===== config.mk =====
export PLATFORM = sky130hd
export DESIGN_NAME = ctl3w_regport
export DESIGN_NICKNAME = d
export VERILOG_FILES = /design/src/rtl/ctl3w_pkg.sv /design/src/rtl/ctl3w_sync.sv /design/src/rtl/ctl3w_ctrl.sv /design/src/rtl/ctl3w_dpath.sv /design/src/rtl/ctl3w_regport.sv
export SDC_FILE = /design/constraint.sdc
export NUM_CORES = 2
export LEC_CHECK = 0
export ABC_AREA = 1
export BUFFER_PORTS_ARGS = -buffer_cell sky130_fd_sc_hd__buf_2
export CAP_MARGIN = 15
export CORE_MARGIN = 5
export CORE_UTILIZATION = 25
export CTS_CLUSTER_DIAMETER = 200
export DETAILED_ROUTE_END_ITERATION = 8
export GPL_TIMING_DRIVEN = 0
export PLACE_DENSITY = 0.41
export SLEW_MARGIN = 15
export SYNTH_ARGS = -nofsm -noshare
export SYNTH_HDL_FRONTEND = slang
export SYNTH_SLANG_ARGS = --single-unit

===== constraint.sdc =====
create_clock -name clk -period 1.98 [get_ports clk]
set_input_delay 0.297 -clock clk [delete_from_list [all_inputs] [get_ports clk]]
set_output_delay 0.297 -clock clk [all_outputs]
set_load 0.02 [all_outputs]

===== src/rtl/ctl3w_pkg.sv =====
`timescale 1ns/1ps
package ctl3w_pkg;
  // Per-cycle commands from the sequencer to the datapath.
  typedef struct packed {
    logic shiftIn;   // a serial bit was sampled (rising edge)
    logic bitIn;     // value of the sampled bit
    logic latchIdx;  // last index bit is arriving this cycle
    logic commitWr;  // last data bit of a write is arriving this cycle
    logic shiftRd;   // advance the read byte (falling edge)
    logic idle;      // select is inactive
  } strobe_t;
endpackage


===== src/rtl/ctl3w_sync.sv =====
`timescale 1ns/1ps
module ctl3w_sync #(
  parameter int W = 1,
  parameter int STAGES = 2,
  parameter logic [W-1:0] RST_VAL = '0
) (
  input  logic         clk,
  input  logic         rstN,
  input  logic [W-1:0] d,
  output logic [W-1:0] q
);
  generate
    for (genvar s = 0; s < STAGES; s++) begin : g_stage
      logic [W-1:0] qR;
      if (s == 0) begin : g_first
        always_ff @(posedge clk or negedge rstN) begin
          if (!rstN) qR <= RST_VAL;
          else       qR <= d;
        end
      end else begin : g_next
        always_ff @(posedge clk or negedge rstN) begin
          if (!rstN) qR <= RST_VAL;
          else       qR <= g_stage[s-1].qR;
        end
      end
    end
  endgenerate

  assign q = g_stage[STAGES-1].qR;
endmodule


===== src/rtl/ctl3w_ctrl.sv =====
`timescale 1ns/1ps
module ctl3w_ctrl
  import ctl3w_pkg::*;
#(
  parameter int IDX_W = 8,
  parameter int DATA_W = 8,
  parameter int SYNC_STAGES = 2
) (
  input  logic    clk,
  input  logic    rstN,
  input  logic    csNPin,
  input  logic    sclkPin,
  input  logic    sdPin,
  output strobe_t strb,
  output logic    oe
);
  localparam int TOTAL = IDX_W + DATA_W;
  localparam int CNT_W = $clog2(TOTAL + 1);
  localparam logic [CNT_W-1:0] IDX_LAST   = CNT_W'(IDX_W - 1);
  localparam logic [CNT_W-1:0] FRAME_LAST = CNT_W'(TOTAL - 1);
  localparam logic [CNT_W-1:0] FRAME_END  = CNT_W'(TOTAL);

  logic [2:0] pins;
  logic csAct, sclkS, bitIn, sclkPrev, rise, fall, riseAct, fallAct, inFrame;
  logic rdMode;
  logic [CNT_W-1:0] bitCnt;

  // select resets to inactive, clock and data to zero
  ctl3w_sync #(.W(3), .STAGES(SYNC_STAGES), .RST_VAL(3'b100)) sync_i (
    .clk  (clk),
    .rstN (rstN),
    .d    ({csNPin, sclkPin, sdPin}),
    .q    (pins)
  );

  assign csAct = ~pins[2];
  assign sclkS = pins[1];
  assign bitIn = pins[0];

  // previous clock level is tracked even while idle, so a clock that is
  // already high when select falls never looks like a fresh rising edge
  always_ff @(posedge clk or negedge rstN) begin
    if (!rstN) sclkPrev <= 1'b0;
    else       sclkPrev <= sclkS;
  end

  assign rise    = sclkS & ~sclkPrev;
  assign fall    = ~sclkS & sclkPrev;
  assign riseAct = rise & csAct;
  assign fallAct = fall & csAct;
  assign inFrame = (bitCnt != FRAME_END);

  always_ff @(posedge clk or negedge rstN) begin
    if (!rstN) begin
      bitCnt <= '0;
      rdMode <= 1'b0;
      oe     <= 1'b0;
    end else if (!csAct) begin
      bitCnt <= '0;
      rdMode <= 1'b0;
      oe     <= 1'b0;
    end else begin
      if (riseAct && inFrame) bitCnt <= bitCnt + 1'b1;
      if (riseAct && bitCnt == IDX_LAST) rdMode <= bitIn;
      if (fallAct && rdMode) oe <= 1'b1;
    end
  end

  always_comb begin
    strb          = '0;
    strb.bitIn    = bitIn;
    strb.idle     = ~csAct;
    strb.shiftIn  = riseAct & inFrame;
    strb.latchIdx = riseAct & (bitCnt == IDX_LAST);
    strb.commitWr = riseAct & (bitCnt == FRAME_LAST) & ~rdMode;
    strb.shiftRd  = fallAct & rdMode & oe & inFrame;
  end
endmodule


===== src/rtl/ctl3w_dpath.sv =====
`timescale 1ns/1ps
module ctl3w_dpath
  import ctl3w_pkg::*;
#(
  parameter int ADDR_W = 7,
  parameter int DATA_W = 8
) (
  input  logic    clk,
  input  logic    rstN,
  input  strobe_t strb,
  output logic    rdBit
);
  localparam int IDX_W = ADDR_W + 1;
  localparam int DEPTH = 1 << ADDR_W;
  localparam int SH_W  = (DATA_W > IDX_W) ? DATA_W : IDX_W;

  logic [SH_W-1:0]   inShift;
  logic [ADDR_W-1:0] addrQ;
  logic [DATA_W-1:0] outShift;
  logic [DATA_W-1:0] regs [DEPTH];
  logic [ADDR_W-1:0] idxAddr;
  logic [DATA_W-1:0] wrWord;

  // on the last index bit the shifter still holds the address bits
  assign idxAddr = inShift[ADDR_W-1:0];
  assign wrWord  = {inShift[DATA_W-2:0], strb.bitIn};

  always_ff @(posedge clk or negedge rstN) begin
    if (!rstN) begin
      inShift  <= '0;
      addrQ    <= '0;
      outShift <= '0;
    end else begin
      if (strb.shiftIn) inShift <= {inShift[SH_W-2:0], strb.bitIn};
      if (strb.latchIdx) begin
        addrQ    <= idxAddr;
        outShift <= regs[idxAddr];
      end else if (strb.shiftRd) begin
        outShift <= {outShift[DATA_W-2:0], 1'b0};
      end
    end
  end

  always_ff @(posedge clk or negedge rstN) begin
    if (!rstN) begin
      for (int i = 0; i < DEPTH; i++) regs[i] <= '0;
    end else if (strb.commitWr) begin
      regs[addrQ] <= wrWord;
    end
  end

  assign rdBit = outShift[DATA_W-1];
endmodule


===== src/rtl/ctl3w_regport.sv =====
`timescale 1ns/1ps
module ctl3w_regport
  import ctl3w_pkg::*;
#(
  parameter int ADDR_W = 7,
  parameter int DATA_W = 8,
  parameter int SYNC_STAGES = 2
) (
  input  logic clk,
  input  logic rstN,
  input  logic csN,
  input  logic sclk,
  input  logic sdIn,
  output logic sdOut,
  output logic sdOe
);
  localparam int IDX_W = ADDR_W + 1;

  strobe_t strb;
  logic    rdBit;

  ctl3w_ctrl #(.IDX_W(IDX_W), .DATA_W(DATA_W), .SYNC_STAGES(SYNC_STAGES)) ctrl_i (
    .clk     (clk),
    .rstN    (rstN),
    .csNPin  (csN),
    .sclkPin (sclk),
    .sdPin   (sdIn),
    .strb    (strb),
    .oe      (sdOe)
  );

  ctl3w_dpath #(.ADDR_W(ADDR_W), .DATA_W(DATA_W)) dpath_i (
    .clk   (clk),
    .rstN  (rstN),
    .strb  (strb),
    .rdBit (rdBit)
  );

  assign sdOut = sdOe & rdBit;
endmodule


; Word-level counts from Yosys, hierarchy flattened
; Index checks and enable logic that the tools add are counted.
[op_classes]
n_addsub = 1
mul = 0
div = 0
order_cmp = 3
n_eq_ne = 3
shift = 0
mux = 14
bitwise_logic = 18
n_reduce_logical = 8
[ops]
columns = cell, n
row1 = bitwise mux 1024 bit, 1
row2 = binary-select mux 8 bit (select 7 bit), 1
row3 = demux 8 bit (select 7 bit), 1
row4 = two-way mux 8 bit, 5
row5 = greater-or-equal comparator 8 bit (second input constant), 2
row6 = NOT 7 -> 8 bit, 2
row7 = bitwise AND 1 bit, 12
row8 = two-way mux 5 bit, 2
row9 = less-than comparator 8 x 1 -> 1 bit (second input constant), 1
row10 = nonzero test 2 bit, 4
row11 = adder 5 x 1 -> 5 bit (second input constant), 1
row12 = equality test 5 x 3 -> 1 bit (second input constant), 1
row13 = equality test 5 x 4 -> 1 bit (second input constant), 1
row14 = != test 5 bit (second input constant), 1
row15 = logical AND 1 bit, 4
row16 = two-way mux 1 bit, 4
row17 = NOT 1 bit, 4
[word_totals]
regBits = 1060
latchBits = 0
mem_bits_rw = 0
mem_bits_ro = 0
output_inout_bits = 2
word_cells = 184
mem_count = 0

; Depth between registers and ports, before layout
[logic_depth]
depth_word = 8
depth_mapped = 17
mapped_depth_nobuf = 13

; Modules after synthesis
; From an unflattened synthesis, not the netlist that was laid out.
[unflattened]
cells_unflattened = 6057
area_unflattened_um2 = 48472.7
[modules_own_cells]
columns = mod, n_inst, cells_per_inst, area_each_um2
row1 = ctl3w_dpath, 1, 5984, 47829.6
row2 = ctl3w_ctrl, 1, 65, 483.0
row3 = ctl3w_sync, 1, 6, 152.6
row4 = ctl3w_regport, 1, 2, 7.5

; Least setup slack after synthesis
; Ideal clock, no wire load.
[synth_path]
kind = register to register
startpoint = reg ctrl_i.bitCnt[0]
endpoint = reg dpath_i.regs[390] (netlist name)
setup_ns = 0.130
arrival_time_ns = 1.947
required_ns = 1.850
path_slack_ns = -0.097
path_stages_with_launch = 12
synth_period_minus_slack_ns = 2.077
path_cell_list = dfrtp_1 ha_1 nand2_1 nor2_1 ha_1 nand3_4 nor4_4 buf_4 nand2_1 buf_2 nand2_1 o21ai_1
[synth_via]
elab_chain_cells = 3
[synth_lines]
columns = item, line_no
row1 = "start, declared", ctl3w_ctrl.sv:26  ; logic [CNT_W-1:0] bitCnt;
row2 = "start signal, assigned", ctl3w_ctrl.sv:63  ; if (riseAct && inFrame) bitCnt <= bitCnt + 1'b1;
row3 = equality test 5 x 4 -> 1 bit, ctl3w_ctrl.sv:75  ; strb.commitWr = riseAct & (bitCnt == FRAME_LAST) & ~rdMode;
row4 = bitwise AND 1 bit (2 in a row), ctl3w_ctrl.sv:75
row5 = "end signal, assigned by index", ctl3w_dpath.sv:48  ; regs[addrQ] <= wrWord;
row6 = "end, declared", ctl3w_dpath.sv:20  ; logic [DATA_W-1:0] regs [DEPTH];
; Every way passes these cells.
; A chain may end at the register's enable or synchronous reset.

; Worst setup path in the final report
[layout_path]
startpoint = reg dpath_i.inShift[1]
endpoint = reg dpath_i.outShift[0]
[layout_via]
elab_chain_cells = 5
[layout_lines]
columns = item, line_no
row1 = "start, declared", ctl3w_dpath.sv:17  ; logic [SH_W-1:0] inShift;
row2 = "start signal, assigned", ctl3w_dpath.sv:34  ; if (strb.shiftIn) inShift <= {inShift[SH_W-2:0], strb.bitIn};
row3 = NOT 7 -> 8 bit (implied by the code), ctl3w_dpath.sv:37  ; outShift <= regs[idxAddr];
row4 = binary-select mux 8 bit (select 7 bit), ctl3w_dpath.sv:37
row5 = two-way mux 8 bit (implied by the code) (2 in a row), ctl3w_dpath.sv:37
row6 = two-way mux 8 bit, ctl3w_dpath.sv:35  ; if (strb.latchIdx) begin
row7 = "end signal, assigned", ctl3w_dpath.sv:37
row8 = "end signal, assigned", ctl3w_dpath.sv:39  ; outShift <= {outShift[DATA_W-2:0], 1'b0};
row9 = "end, declared", ctl3w_dpath.sv:19  ; logic [DATA_W-1:0] outShift;
; Every way passes these cells. The select of a mux whose other input is x is not followed.

==> metrics.cfg <==
[outcome]
outcome=finished, violations left
violations=setup timing

[pwr]
ir_drop_v=0.001035
switching_share_pct=39.05
power_density_nw_per_um2=1051
intPower_w=0.04086
p_clk_share_pct=37.1
power_switching_w=0.02618
finalPower_w=0.06704
combPwrFrac_pct=30.4
pwr-share-seq_pct=32.5
leakage_nw=27.71

[die]
die_w_microns=450.1
start_util_pct=25.14
io_pins=7
die_y_microns=450.1
die_area_sq_um=202500
rows=161
fp.coreArea_sq_um=192600

[place]
portBuffers=6
dp_cells=8690
place_area_sq_um=52930
gp_congestion=1.005
hpwlAfterDp_microns=206200

[sta]
min_period_over_period_pct=135.6
rsz0062_at_grt=yes
setup_viol=1421
worst_slack_ns=-0.7047
layout_min_cycle_time_ns=2.685
maxSlewViolCount=0
slew_headroom_pct=17.77
hold_viol_final=0
clock_skew_ns=0.03067
clock.fmax_ghz=0.3725
tightestPinTransition_ns=1.233
timing.hold.ws_ns=0.1563

[yosys]
syn_inst=6116
yosysTopAreaCellShare_pct=54.69
ys_seq_area_share_pct=54.80
synth-edff-count=0
synthTopCellsByCount=nand2_1 (2413), dfrtp_1 (1058), o21ai_0 (928)
syn-cell-area_sq_um=48410
synth_mux_area_share_pct=0
synth_fa_ha_area_share_pct=0.07754
synth_compound_area_share_pct=11.52
synth.most_common_cell=nand2_1
syn_nets=6124
synth_ff_type=dfrtp_1
async_flop_share_pct=100.0
synth_top_area_cell=dfrtp_1
yosys.area_share.simple_pct=29.08
synth-xor-area-share_pct=0
synth_top_family_by_area=simple AND/OR/NAND/NOR gates
ys_ff_latch=1060
synth.distinct_cells=32
synth.area.top_cells=dfrtp_1 (55%), nand2_1 (19%), o21ai_0 (9.6%)
syn_area_per_cell_sq_um=7.916
yosys_warnings=0

[clock_tree]
clkTransAtPathRegs_ns=0.06
numCtsBuffers=132
htree_levels=4
root_buffer=clkbuf_16
cts_tree=built
cts_buffer_depth=3
clock_latency_ns=0.79
cts_sinks=1060

[global_routing]
grt_pass1_wl_microns=408800
overflow=0
grt_pass1_vias=45250
grt.total_usage_pct=29.46
antenna_found_initial=32
grt_max_degree=133

[detailed_routing]
detail_route.vias_per_cell=5.482
vias=49990
wirelength_microns=308400
first_pass_iters=9
first_iter_violations=7247
ant_nets=0
drc=0
post_drt_wl_per_cell_microns=33.82

[final_layout]
fillers=20440
layoutNonFillerInstCount=9120
synthToLayoutAreaGrowth_pct=31.77
layout-drive-gt1-share_pct=17.49
finalNetCount=6481
fin_area_sq_um=63790

[worst_setup_path]
r2r_cells=14
crit_required_ns=2.64
cp-end-kind=flop
critPathLaunchType=flop
crit_fanout=10
cp.arrival_ns=3.35
crit_type=reg2reg

[hold_path]
worstHoldPathCells=2
hold_class=in2reg

[flow_run]
drv_cap=0

[path summary, 6_finish.rpt]
path	to	slack, ns	from
setup reg to reg	dpath_i.outShift[0]$_DFFE_PN0P_	-0.70	dpath_i.inShift[1]$_DFFE_PN0P_
hold / removal	ctrl_i.sync_i.g_stage[0].qR[2]$_DFF_PN1_	0.16	csN
max in group asynchronous	ctrl_i.sync_i.q[2]$_DFF_PN1_	-0.36	rstN
setup / recovery	dpath_i.outShift[0]$_DFFE_PN0P_	-0.70	dpath_i.inShift[1]$_DFFE_PN0P_
hold reg to reg	ctrl_i.sync_i.q[0]$_DFF_PN0_	0.36	ctrl_i.sync_i.g_stage[0].qR[0]$_DFF_PN0_
min in group asynchronous	dpath_i.regs[266]$_DFFE_PN0P_	0.88	rstN
[worst max-delay path, stage by stage (launching register included)]
cell      delay, ns
dfrtp_1        0.40
buf_6          0.16
inv_6          0.11
buf_12         0.14
buf_4          0.16
buf_12         0.16
nand3_1        0.11
nand3_2        0.10
nand2_2        0.10
nand2_2        0.07
nand2_1        0.06
o211ai_1       0.60
nand2_1        0.17
nand2_1        0.10
nand3_1        0.08
[power groups by stage]
stage | clock network [W] | logic [W] | registers, W
after CTS | 0.0251 | 0.0188 | 0.0218
after global placement | 0 | 0.0157 | 0.0222
final | 0.0249 | 0.0204 | 0.0218
after detailed placement | 0 | 0.0165 | 0.0221
after global routing | 0.0259 | 0.0198 | 0.0218
after floorplan | 0 | 0.00518 | 0.0221
[metal layers]
layer | global-route usage, % | up-vias | share of wire [%]
met3 | 8.838 | 781 | 11
met4 | 16.63 | 16 | 6.9
li1 | - | 20880 | -
met1 | 40.32 | 25220 | 41
met2 | 41.13 | 3097 | 40
met5 | 0.3551 | - | 0.033
[kinds of logic after synthesis]
logic type,count (synthesis)
buffers and inverters,547
adder cells (fa/ha/maj),3
flip-flops,1060
AND/OR/NAND/NOR,3400
AO/OA/AOI/OAI,1106
[through the flow]
step                      setup WS (ns)  util [%]  setup TNS (ns)
after floorplan                -0.09244         -          -10.60
after global placement           -25.06     26.85               -
after detailed placement         -1.896     27.49        -1215.61
after CTS                       -0.7206     32.21         -691.15
after global routing            -0.6283     33.10         -668.83
final                           -0.7047     33.12         -510.05
[layout by cell type, fill, tap and decap left out, types with 4 or more instances in the layout]
cell,count
buf_8,47
nand2_1,2261
buf_6,82
nand3_2,104
a21oi_1,30
clkinv_2,18
clkbuf_4,38
nand2_8,19
o31ai_1,5
buf_4,99
clkinv_8,5
dlygate4sd3_1,5
buf_12,60
o21ai_2,37
nand2_2,119
nor2_1,86
inv_1,52
diode_2,18
nand2_4,29
o21ai_0,881
inv_6,4
nor2_4,15
o31ai_2,5
nand3_1,737
clkbuf_1,163
clkbuf_2,75
dfrtp_1,1056
clkbuf_16,165
inv_2,5
buf_2,34
o21ai_1,138
buf_16,58
nand3_4,19
clkbuf_8,87
[final cells by class]
| cell class | count | area (sq um) | area share [%] |
|---|---|---|---|
| clock inverters | 28 | 290.3 | 0.4551 |
| clock buffers | 209 | 4043 | 6.337 |
| inverters | 61 | 249.0 | 0.3903 |
| plain buffers | 482 | 4646 | 7.283 |
| multi-input cells | 4509 | 21440 | 33.61 |
| repair buffers | 227 | 3385 | 5.306 |
| diodes | 18 | 45.04 | 0.07061 |
| flip-flops and latches | 1060 | 26530 | 41.59 |
| well taps | 2526 | 3161 | 4.955 |
[state kept, by name, indices dropped and copies added, names as in the netlist]
signal / flops
ctrl_i.bitCnt: 5
dpath_i.inShift: 7
ctrl_i.oe: 1
dpath_i.addrQ: 7
ctrl_i.sclkPrev: 1
dpath_i.regs: 1024
ctrl_i.sync_i.g_stage.qR: 3
ctrl_i.sync_i.q: 3
ctrl_i.rdMode: 1
dpath_i.outShift: 8
[repair_timing]
action	4_1_cts	5_1_grt
hold buffers	7	4
buffers inserted	78	60
pin swaps	33	28
gates resized for setup	944	421
setup endpoints to repair	1045	1603
hold endpoints to repair	466	148
gates cloned	23	9
Power figures use the tool's default switching activity.
